==> src/rtl/mbx_pkg.sv <==
package mbx_pkg;
    localparam int DATA_W = 32;
    localparam int ADDR_W = 8;

    localparam logic [ADDR_W-1:0] OFF_DOORBELL = 8'h20;
    localparam logic [ADDR_W-1:0] OFF_STATUS   = 8'h30;
    localparam logic [ADDR_W-1:0] OFF_MASK     = 8'h34;
    localparam logic [ADDR_W-1:0] OFF_REQUEST  = 8'h40;
    localparam logic [ADDR_W-1:0] OFF_REPLY    = 8'h44;
    localparam logic [ADDR_W-1:0] OFF_SCRATCH  = 8'hB0;

    localparam logic [DATA_W-1:0] EMPTY_WORD   = 32'hFFFF_FFFF;
    localparam logic [DATA_W-1:0] READY_WORD   = 32'hFFFF_0000;
    localparam logic [DATA_W-1:0] MASK_RESET   = 32'h0000_0008;

    localparam int MASK_BIT    = 3;
    localparam int PEND_BIT    = 3;
    localparam int OVF_BIT     = 0;

    typedef enum logic [0:0] {
        RSP_IDLE = 1'b0,
        RSP_DATA = 1'b1
    } rsp_state_t;
endpackage

==> src/rtl/mbx_fifo.sv <==
module mbx_fifo #(
    parameter int DW    = 32,
    parameter int DEPTH = 8   // power of two
) (
    input  logic          clk,
    input  logic          rst_n,
    input  logic          push,
    input  logic [DW-1:0] push_data,
    input  logic          pop,
    output logic [DW-1:0] head_data,
    output logic          empty,
    output logic          full
);
    localparam int AW = (DEPTH > 1) ? $clog2(DEPTH) : 1;
    localparam int CW = AW + 1;
    localparam logic [CW-1:0] DEPTH_C = CW'(DEPTH);

    logic [DW-1:0] mem [DEPTH];
    logic [AW-1:0] wptr_q, rptr_q;
    logic [CW-1:0] cnt_q;
    logic          do_push, do_pop;

    assign empty   = (cnt_q == '0);
    assign full    = (cnt_q == DEPTH_C);
    assign do_push = push && !full;
    assign do_pop  = pop && !empty;
    assign head_data = mem[rptr_q];

    always_ff @(posedge clk) begin
        if (do_push) begin
            mem[wptr_q] <= push_data;
        end
    end

    always_ff @(posedge clk) begin
        if (!rst_n) begin
            wptr_q <= '0;
            rptr_q <= '0;
            cnt_q  <= '0;
        end else begin
            if (do_push) wptr_q <= wptr_q + 1'b1;
            if (do_pop)  rptr_q <= rptr_q + 1'b1;
            unique case ({do_push, do_pop})
                2'b10:   cnt_q <= cnt_q + 1'b1;
                2'b01:   cnt_q <= cnt_q - 1'b1;
                default: cnt_q <= cnt_q;
            endcase
        end
    end
endmodule

==> src/rtl/mbx_rd_fsm.sv <==
module mbx_rd_fsm
    import mbx_pkg::*;
(
    input  logic              clk,
    input  logic              rst_n,
    input  logic              rd_req,
    input  logic [DATA_W-1:0] rd_word,
    output logic [DATA_W-1:0] rdata,
    output logic              rvalid
);
    rsp_state_t        state_q, state_d;
    logic [DATA_W-1:0] data_q;

    // Next-state logic
    always_comb begin
        state_d = state_q;
        unique case (state_q)
            RSP_IDLE: if (rd_req) state_d = RSP_DATA;          // IDLE_TO_DATA
            RSP_DATA: state_d = rd_req ? RSP_DATA : RSP_IDLE;  // DATA_TO_DATA / DATA_TO_IDLE
            default:  state_d = RSP_IDLE;
        endcase
    end

    // State register
    always_ff @(posedge clk) begin
        if (!rst_n) state_q <= RSP_IDLE;
        else        state_q <= state_d;
    end

    // Output register: capture the word in the request cycle
    always_ff @(posedge clk) begin
        if (!rst_n)      data_q <= '0;
        else if (rd_req) data_q <= rd_word;
    end

    assign rvalid = (state_q == RSP_DATA);
    assign rdata  = rvalid ? data_q : '0;
endmodule

==> src/rtl/mbx_host_regs.sv <==
module mbx_host_regs
    import mbx_pkg::*;
#(
    parameter int REQ_DEPTH = 8,
    parameter int REP_DEPTH = 8
) (
    input  logic              clk,
    input  logic              rst_n,
    input  logic              host_wr,
    input  logic              host_rd,
    input  logic [ADDR_W-1:0] host_addr,
    input  logic [DATA_W-1:0] host_wdata,
    output logic [DATA_W-1:0] host_rdata,
    output logic              host_rvalid,
    input  logic              req_pop,
    output logic [DATA_W-1:0] req_data,
    output logic              req_valid,
    output logic              req_full,
    input  logic              rep_push,
    input  logic [DATA_W-1:0] rep_data,
    output logic              rep_full,
    input  logic              dev_ready,
    output logic [DATA_W-1:0] db_out,
    output logic              irq
);
    logic [DATA_W-1:0] db_q, mask_q, scratch_q, rd_word, rep_head, status_w;
    logic              ovf_q, req_empty, rep_empty, rep_pend;
    logic              req_push, ovf_evt, rep_pop, status_rd;

    assign req_push  = host_wr && (host_addr == OFF_REQUEST);
    assign ovf_evt   = req_push && req_full;
    assign rep_pop   = host_rd && (host_addr == OFF_REPLY) && !rep_empty;
    assign status_rd = host_rd && (host_addr == OFF_STATUS);
    assign rep_pend  = !rep_empty;

    mbx_fifo #(.DW(DATA_W), .DEPTH(REQ_DEPTH)) u_req_q (
        .clk       (clk),
        .rst_n     (rst_n),
        .push      (req_push),
        .push_data (host_wdata),
        .pop       (req_pop),
        .head_data (req_data),
        .empty     (req_empty),
        .full      (req_full)
    );

    mbx_fifo #(.DW(DATA_W), .DEPTH(REP_DEPTH)) u_rep_q (
        .clk       (clk),
        .rst_n     (rst_n),
        .push      (rep_push),
        .push_data (rep_data),
        .pop       (rep_pop),
        .head_data (rep_head),
        .empty     (rep_empty),
        .full      (rep_full)
    );

    assign req_valid = !req_empty;

    // Host-writable registers, overflow flag and scratchpad
    always_ff @(posedge clk) begin
        if (!rst_n) begin
            db_q      <= '0;
            mask_q    <= MASK_RESET;
            scratch_q <= '0;
            ovf_q     <= 1'b0;
        end else begin
            if (host_wr && host_addr == OFF_DOORBELL) db_q   <= host_wdata;
            if (host_wr && host_addr == OFF_MASK)     mask_q <= host_wdata;
            if (dev_ready)                             scratch_q <= READY_WORD;
            if (ovf_evt)        ovf_q <= 1'b1;
            else if (status_rd) ovf_q <= 1'b0;
        end
    end

    always_comb begin
        status_w           = '0;
        status_w[PEND_BIT] = rep_pend;
        status_w[OVF_BIT]  = ovf_q;
    end

    // Read decode
    always_comb begin
        unique case (host_addr)
            OFF_DOORBELL: rd_word = db_q;
            OFF_STATUS:   rd_word = status_w;
            OFF_MASK:     rd_word = mask_q;
            OFF_REPLY:    rd_word = rep_empty ? EMPTY_WORD : rep_head;
            OFF_SCRATCH:  rd_word = scratch_q;
            default:      rd_word = '0;
        endcase
    end

    mbx_rd_fsm u_rd_fsm (
        .clk     (clk),
        .rst_n   (rst_n),
        .rd_req  (host_rd),
        .rd_word (rd_word),
        .rdata   (host_rdata),
        .rvalid  (host_rvalid)
    );

    assign db_out = db_q;
    assign irq    = rep_pend && !mask_q[MASK_BIT];
endmodule

==> config.mk <==
export PLATFORM = sky130hd
export DESIGN_NAME = mbx_host_regs
export DESIGN_NICKNAME = d
export VERILOG_FILES = /design/src/rtl/mbx_pkg.sv /design/src/rtl/mbx_fifo.sv /design/src/rtl/mbx_rd_fsm.sv /design/src/rtl/mbx_host_regs.sv
export SDC_FILE = /design/constraint.sdc
export NUM_CORES = 1
export LEC_CHECK = 0
export CAP_MARGIN = 10
export CORE_MARGIN = 5
export CORE_UTILIZATION = 45
export DETAILED_ROUTE_END_ITERATION = 8
export GPL_ROUTABILITY_DRIVEN = 1
export HOLD_SLACK_MARGIN = 0.05
export PLACE_DENSITY = 0.6
export SLEW_MARGIN = 0
export SYNTH_ARGS = -nofsm -noshare
export SYNTH_HDL_FRONTEND = slang
export SYNTH_SLANG_ARGS = --single-unit
==> constraint.sdc <==
create_clock -name clk -period 8.25 [get_ports clk]
set_input_delay 0.825 -clock clk [delete_from_list [all_inputs] [get_ports clk]]
set_output_delay 0.825 -clock clk [all_outputs]
set_load 0.01 [all_outputs]
==> impl_metrics.toml, run 1 <==
[status]
status = "finished clean"

[worst_setup_path]
regToRegStartpoint = "u_req_q.cnt_q[1]$_SDFFE_PN0P_"
r2r_slack_ps = 5300
path_class = "register to output pin"
cp.required_ps = 7420
startpoint_type = "register"
critPathTopFamily = "buffers and inverters"
endpoint_kind = "output pin"
crit_path_max_incr_delay_ps = 720
critPathBufInv = 2
cp_slowest_cell = "dfxtp_4"
r2r_cells = 5
worstPathArrival_ps = 3480
cp_cell_sequence = "buf_4 > mux4_2 > mux2_2 > clkdlybuf4s50_1"
timing.rr.end = "u_req_q.mem[1][9]$_DFFE_PP_"
crit_fanout = 36

[route]
wirelength_um = 55800
drc = 0
vias = 13200
wl_met3_um = 3130
ant_nets = 0
first_pass_iters = 5
wl_met2_um = 27100
drt_iter0_markers = 1083
wl_per_cell_um = 23.8
highest_layer = "met5"
met1_length_um = 24100
viasPerCell = 5.62

[floorplanning]
fp.dieArea_um2 = 59200
die_w_um = 243
die_y_um = 243
rows = 85
io_pins = 180
core_area_um2 = 53900
initial_utilization_pct = 45.4

[grt]
antenna_found_initial = 7
grt_pass1_vias = 13400
grt_max_degree = 73
grt_pass1_wl_um = 84400
grtUsageTotal_pct = 18.6
grt_overflow = 0

[finish]
synthToLayoutAreaGrowth_pct = 18.9
fin_util_pct = 54.0
nets = 1684
finish.instance_area_um2 = 29100
drive_gt1_share_pct = 19.8

[sta]
hold_ws_ps = 459
drv_slew = 0
min_period_ps = 4300
worst_pin_slew_ps = 1100
period_share_pct = 52.2
slew_headroom_pct = 26.3
setup_viol = 0
rsz0062_at_grt = "no"
tns_ps = 0
skew_ps = 20.0
clock.fmax_ghz = 0.232
hold_viol_final = 0
timing.final.ws_setup_ps = 3950

[logic_synthesis]
synth.most_common_cell = "edfxtp_1"
ys_seq_area_share_pct = 73.0
synth.largest_area_cell = "edfxtp_1"
synthCells = 1417
syn_avg_cell_area_um2 = 17.3
synth-edff-count = 512
synthesis.nets = 1506
ys_top_cells_by_count = "edfxtp_1 (512), nand2_1 (136), mux4_2 (128)"
synth_cell_types = 49
synth_ff_type = "edfxtp_1"
synthArstFlopShare_pct = 0
yosysWarnings = 0
syn_area_um2 = 24500
synthTopCellsByArea = "edfxtp_1 (63%), mux4_2 (12%), dfxtp_1 (10%)"
synth_top_area_share_pct = 62.7
synth_seq_cells = 637

[power_and_ir_drop]
seqPwrFrac_pct = 53.9
powerDensity_nw_per_um2 = 224
p_sw_uw = 1350
p_int_uw = 5190
p_clk_share_pct = 43.0
ir_drop_uv = 142
p_sw_share_pct = 20.7
power_frac_comb_pct = 3.1
cellLeakagePower_uw = 0.00902

[cts]
htree_levels = 3
path_clk_slew_ps = 60
insertion_delay_ps = 590
post-cts-setup-buffers = 0
clock-sinks = 637
cts-resized-gates = 0
clockRootBuffer = "clkbuf_16"
cts_tree = "yes"
hold_buffers = 0
clk_path_buf_depth = 3
cts_made_buffers = 66

[min_path]
hp-class = "register to register"
holdPathStages = 2
min_to = "mask_q[20]$_SDFFE_PN0P_"
worstHoldStart = "mask_q[20]$_SDFFE_PN0P_"

[placed_design]
io_buffers = 179
dp_hpwl_um = 33900
pre_cts_slack_ps = 3970
gp_congestion = 0.786
dpl_cell_area_um2 = 27100

[flow_run]
drv_cap = 0
-- logic make-up after synthesis --
kind of cell | share of synthesized area (%)
flops | 73.0
simple gates | 5.42
compound gates | 5.14
mux | 13.4
buf+inv | 2.13
xor+xnor | 0.393
fa+ha+maj | 0.511
-- routing by layer --
metal / vias to the layer above / GRT usage (%)
li1: 5957 / -
met1: 6778 / 25.7
met2: 342 / 29.9
met3: 94 / 4.50
met4: 12 / 5.36
met5: - / 0
-- cell type report --
| type | count | area [um^2] |
|---|---|---|
| fillers | 4257 | 24800 |
| repair buffers | 203 | 1990 |
| inverters | 34 | 129 |
| multi-input cells | 653 | 6210 |
| clock inverters | 41 | 310 |
| diodes | 1 | 2.50 |
| well taps | 696 | 871 |
| flip-flops and latches | 637 | 17900 |
| clock buffers | 79 | 1730 |
-- registers in the layout (all words and copies together) (netlist names), named ones only --
| name | count |
|---|---|
| ovf_q | 1 |
| mask_q | 32 |
| u_rep_q.cnt_q | 4 |
| u_req_q.rptr_q | 3 |
| u_req_q.wptr_q | 3 |
| scratch_q | 1 |
| u_rep_q.wptr_q | 3 |
| u_rep_q.rptr_q | 3 |
| u_rep_q.mem | 256 |
| u_rd_fsm.data_q | 32 |
| u_req_q.cnt_q | 4 |
| db_out | 32 |
| u_rd_fsm.rvalid | 1 |
| u_req_q.mem | 256 |
-- how the worst max path moves through the flow --
stage,cells after the start,slack (ps),end,start
after floorplan,2,3410,u_rep_q.mem[2][0]$_DFFE_PP_,rep_push
after global placement,6,4070,u_req_q.mem[1][10]$_DFFE_PP_,host_addr[3]
after detailed placement,6,3970,u_req_q.mem[1][10]$_DFFE_PP_,host_addr[3]
after CTS,4,3800,req_data[6],register
after global routing,4,3660,req_data[15],register
final,4,3950,req_data[15],register
-- tightest hold or removal path: stages (launching register included) --
cell     delay, ps
dfxtp_1        310
nand2_1         50
a21oi_1         50
-- power groups by stage --
stage	registers (uW)	clock network [uW]	logic, uW
final	3520	2810	206
after global routing	3520	3020	223
after CTS	3520	2890	208
after detailed placement	3590	0	208
after global placement	3590	0	203
after floorplan	3590	0	84.7
-- stage by stage --
stage                     total power [uW]  std cells
after floorplan                       3670       1417
after global placement                3790       2221
after detailed placement              3800       2221
after CTS                             6620       2341
after global routing                  6770       2343
final                                 6540       2344
-- cell usage in the layout, fill, tap and decap left out, types with 18 or more instances in the layout --
cell	instances
edfxtp_1	512
clkdlybuf4s50_1	178
nand2_1	135
mux4_2	128
dfxtp_1	121
a21oi_1	75
clkbuf_16	67
o22ai_1	64
and2_1	34
inv_1	33
mux2_2	32
o21ai_0	25
buf_4	22
a221oi_1	18
Power figures use the tool's default switching activity.
==> run 2: changes to the inputs <==
Clock period 8.25 ns to 4.2 ns, I/O delays scaled along.
==> impl_metrics.toml, run 2 (synthesis gave the netlist of run 1 again) <==
[finish]
layout_common_cells = "edfxtp_1 (512), clkdlybuf4s50_1 (178), nand2_1 (135), mux4_2 (128), dfxtp_1 (121)"
largest_registers = "u_rep_q.mem (256), u_req_q.mem (256)"
layout_commonest_cell = "edfxtp_1"
nets = 1693
synthToLayoutAreaGrowth_pct = 20.0
drive_gt1_share_pct = 20.2

[route]
vias = 13200
ant_nets = 0
wirelength_um = 55800
drc = 0
wl_per_cell_um = 23.7
viasPerCell = 5.62
first_pass_iters = 5
drt_iter0_markers = 818

[cts]
cts-resized-gates = 0
cts_made_buffers = 66
cts_tree = "yes"
clk_path_buf_depth = 3
clock-sinks = 637
insertion_delay_ps = 580
path_clk_slew_ps = 60
hold_buffers = 0
clockRootBuffer = "clkbuf_16"
post-cts-setup-buffers = 0
htree_levels = 3

[grt]
antenna_found_initial = 5
grtUsageTotal_pct = 18.6
grt_max_degree = 81
grt_pass1_wl_um = 84700
grt_pass1_vias = 13500
grt_overflow = 0

[worst_setup_path]
r2r_slack_ps = 1400
worstPathArrival_ps = 3010
endpoint_kind = "output pin"
timing.rr.end = "u_rep_q.cnt_q[2]$_SDFFE_PN0P_"
startpoint_type = "register"
r2r_cells = 9
path_class = "register to output pin"
cp.required_ps = 3780
regToRegStartpoint = "u_rep_q.cnt_q[0]$_SDFFE_PN0P_"
crit_fanout = 18

[status]
status = "finished clean"

[sta]
clock.fmax_ghz = 0.292
worst_pin_slew_ps = 1050
skew_ps = 21.5
period_share_pct = 81.6
drv_slew = 0
rsz0062_at_grt = "no"
tns_ps = 0
hold_viol_final = 0
min_period_ps = 3430
timing.final.ws_setup_ps = 771
slew_headroom_pct = 29.9
setup_viol = 0

[power_and_ir_drop]
ir_drop_uv = 267
powerDensity_nw_per_um2 = 449
cellLeakagePower_uw = 0.00915

[floorplanning]
rows = 85
initial_utilization_pct = 45.4
fp.dieArea_um2 = 59200
die_w_um = 243
die_y_um = 243
core_area_um2 = 53900
io_pins = 180

[placed_design]
dp_hpwl_um = 34200
gp_congestion = 0.786
io_buffers = 179
pre_cts_slack_ps = 927

[min_path]
holdPathStages = 3
worstHoldStart = "dev_ready"
min_to = "scratch_q[16]$_SDFFE_PN0P_"
hp-class = "input pin to register"

[flow_run]
drv_cap = 0
## run 2: cell count changes in the layout (fill, tap and decap cells not counted), moves of 6 or more
cell       delta
nor2_4        -6
nor2_2        +6
clkbuf_16     +7
buf_4         +6
## run 2: how the worst max path moves through the flow
stage,endpoint,cells after the start,from
after floorplan,u_req_q.mem[1][0]$_DFFE_PP_,4,host_addr[3]
after global placement,u_req_q.cnt_q[2]$_SDFFE_PN0P_,10,host_addr[3]
after detailed placement,u_req_q.cnt_q[2]$_SDFFE_PN0P_,10,host_addr[3]
after CTS,req_data[1],4,register
after global routing,req_data[3],4,register
final,req_data[1],4,register
## run 2: stage by stage
| stage | cells | util, % | instance area [um^2] | hold WS, ps | power [uW] |
|---|---|---|---|---|---|
| after floorplan | 1417 | - | 24500 | 436 | 7210 |
| after global placement | 2232 | 50.4 | 27200 | 441 | 7460 |
| after detailed placement | 2232 | 50.4 | 27200 | 450 | 7470 |
| after CTS | 2351 | 54.5 | 29400 | 395 | 13400 |
| after global routing | 2351 | 54.5 | 29400 | 421 | 13700 |
| final | 2353 | 54.5 | 29400 | 435 | 13200 |
## run 2: power by group
group	switching [uW]	internal, uW	total (uW)
registers	31.2	6890	6920
clock network	2340	3540	5880
logic	259	154	413
total	2630	10600	13200
## run 2: cell type report
| cell class | instances | area (um^2) |
|---|---|---|
| Fill cell | 4184 | 24500 |
| Tap cell | 696 | 871 |
| Sequential cell | 637 | 17900 |
| Timing Repair Buffer | 212 | 2100 |
| Clock inverter | 32 | 280 |
| Multi-Input combinational cell | 653 | 6210 |
| Inverter | 34 | 129 |
| Antenna cell | 2 | 5.00 |
| Clock buffer | 87 | 1930 |
## run 2: worst max-delay path: stages, from the launching register on
cell,delay [ps]
dfxtp_4,600
buf_4,430
mux4_2,570
mux2_2,310
clkdlybuf4s50_1,500
## run 2: per-layer routing
metal / global-route usage (%) / wire length [um]
met1: 26.1 / 24500
met2: 29.8 / 27100
met3: 3.81 / 3080
met4: 5.26 / 1050
met5: 0 / 46
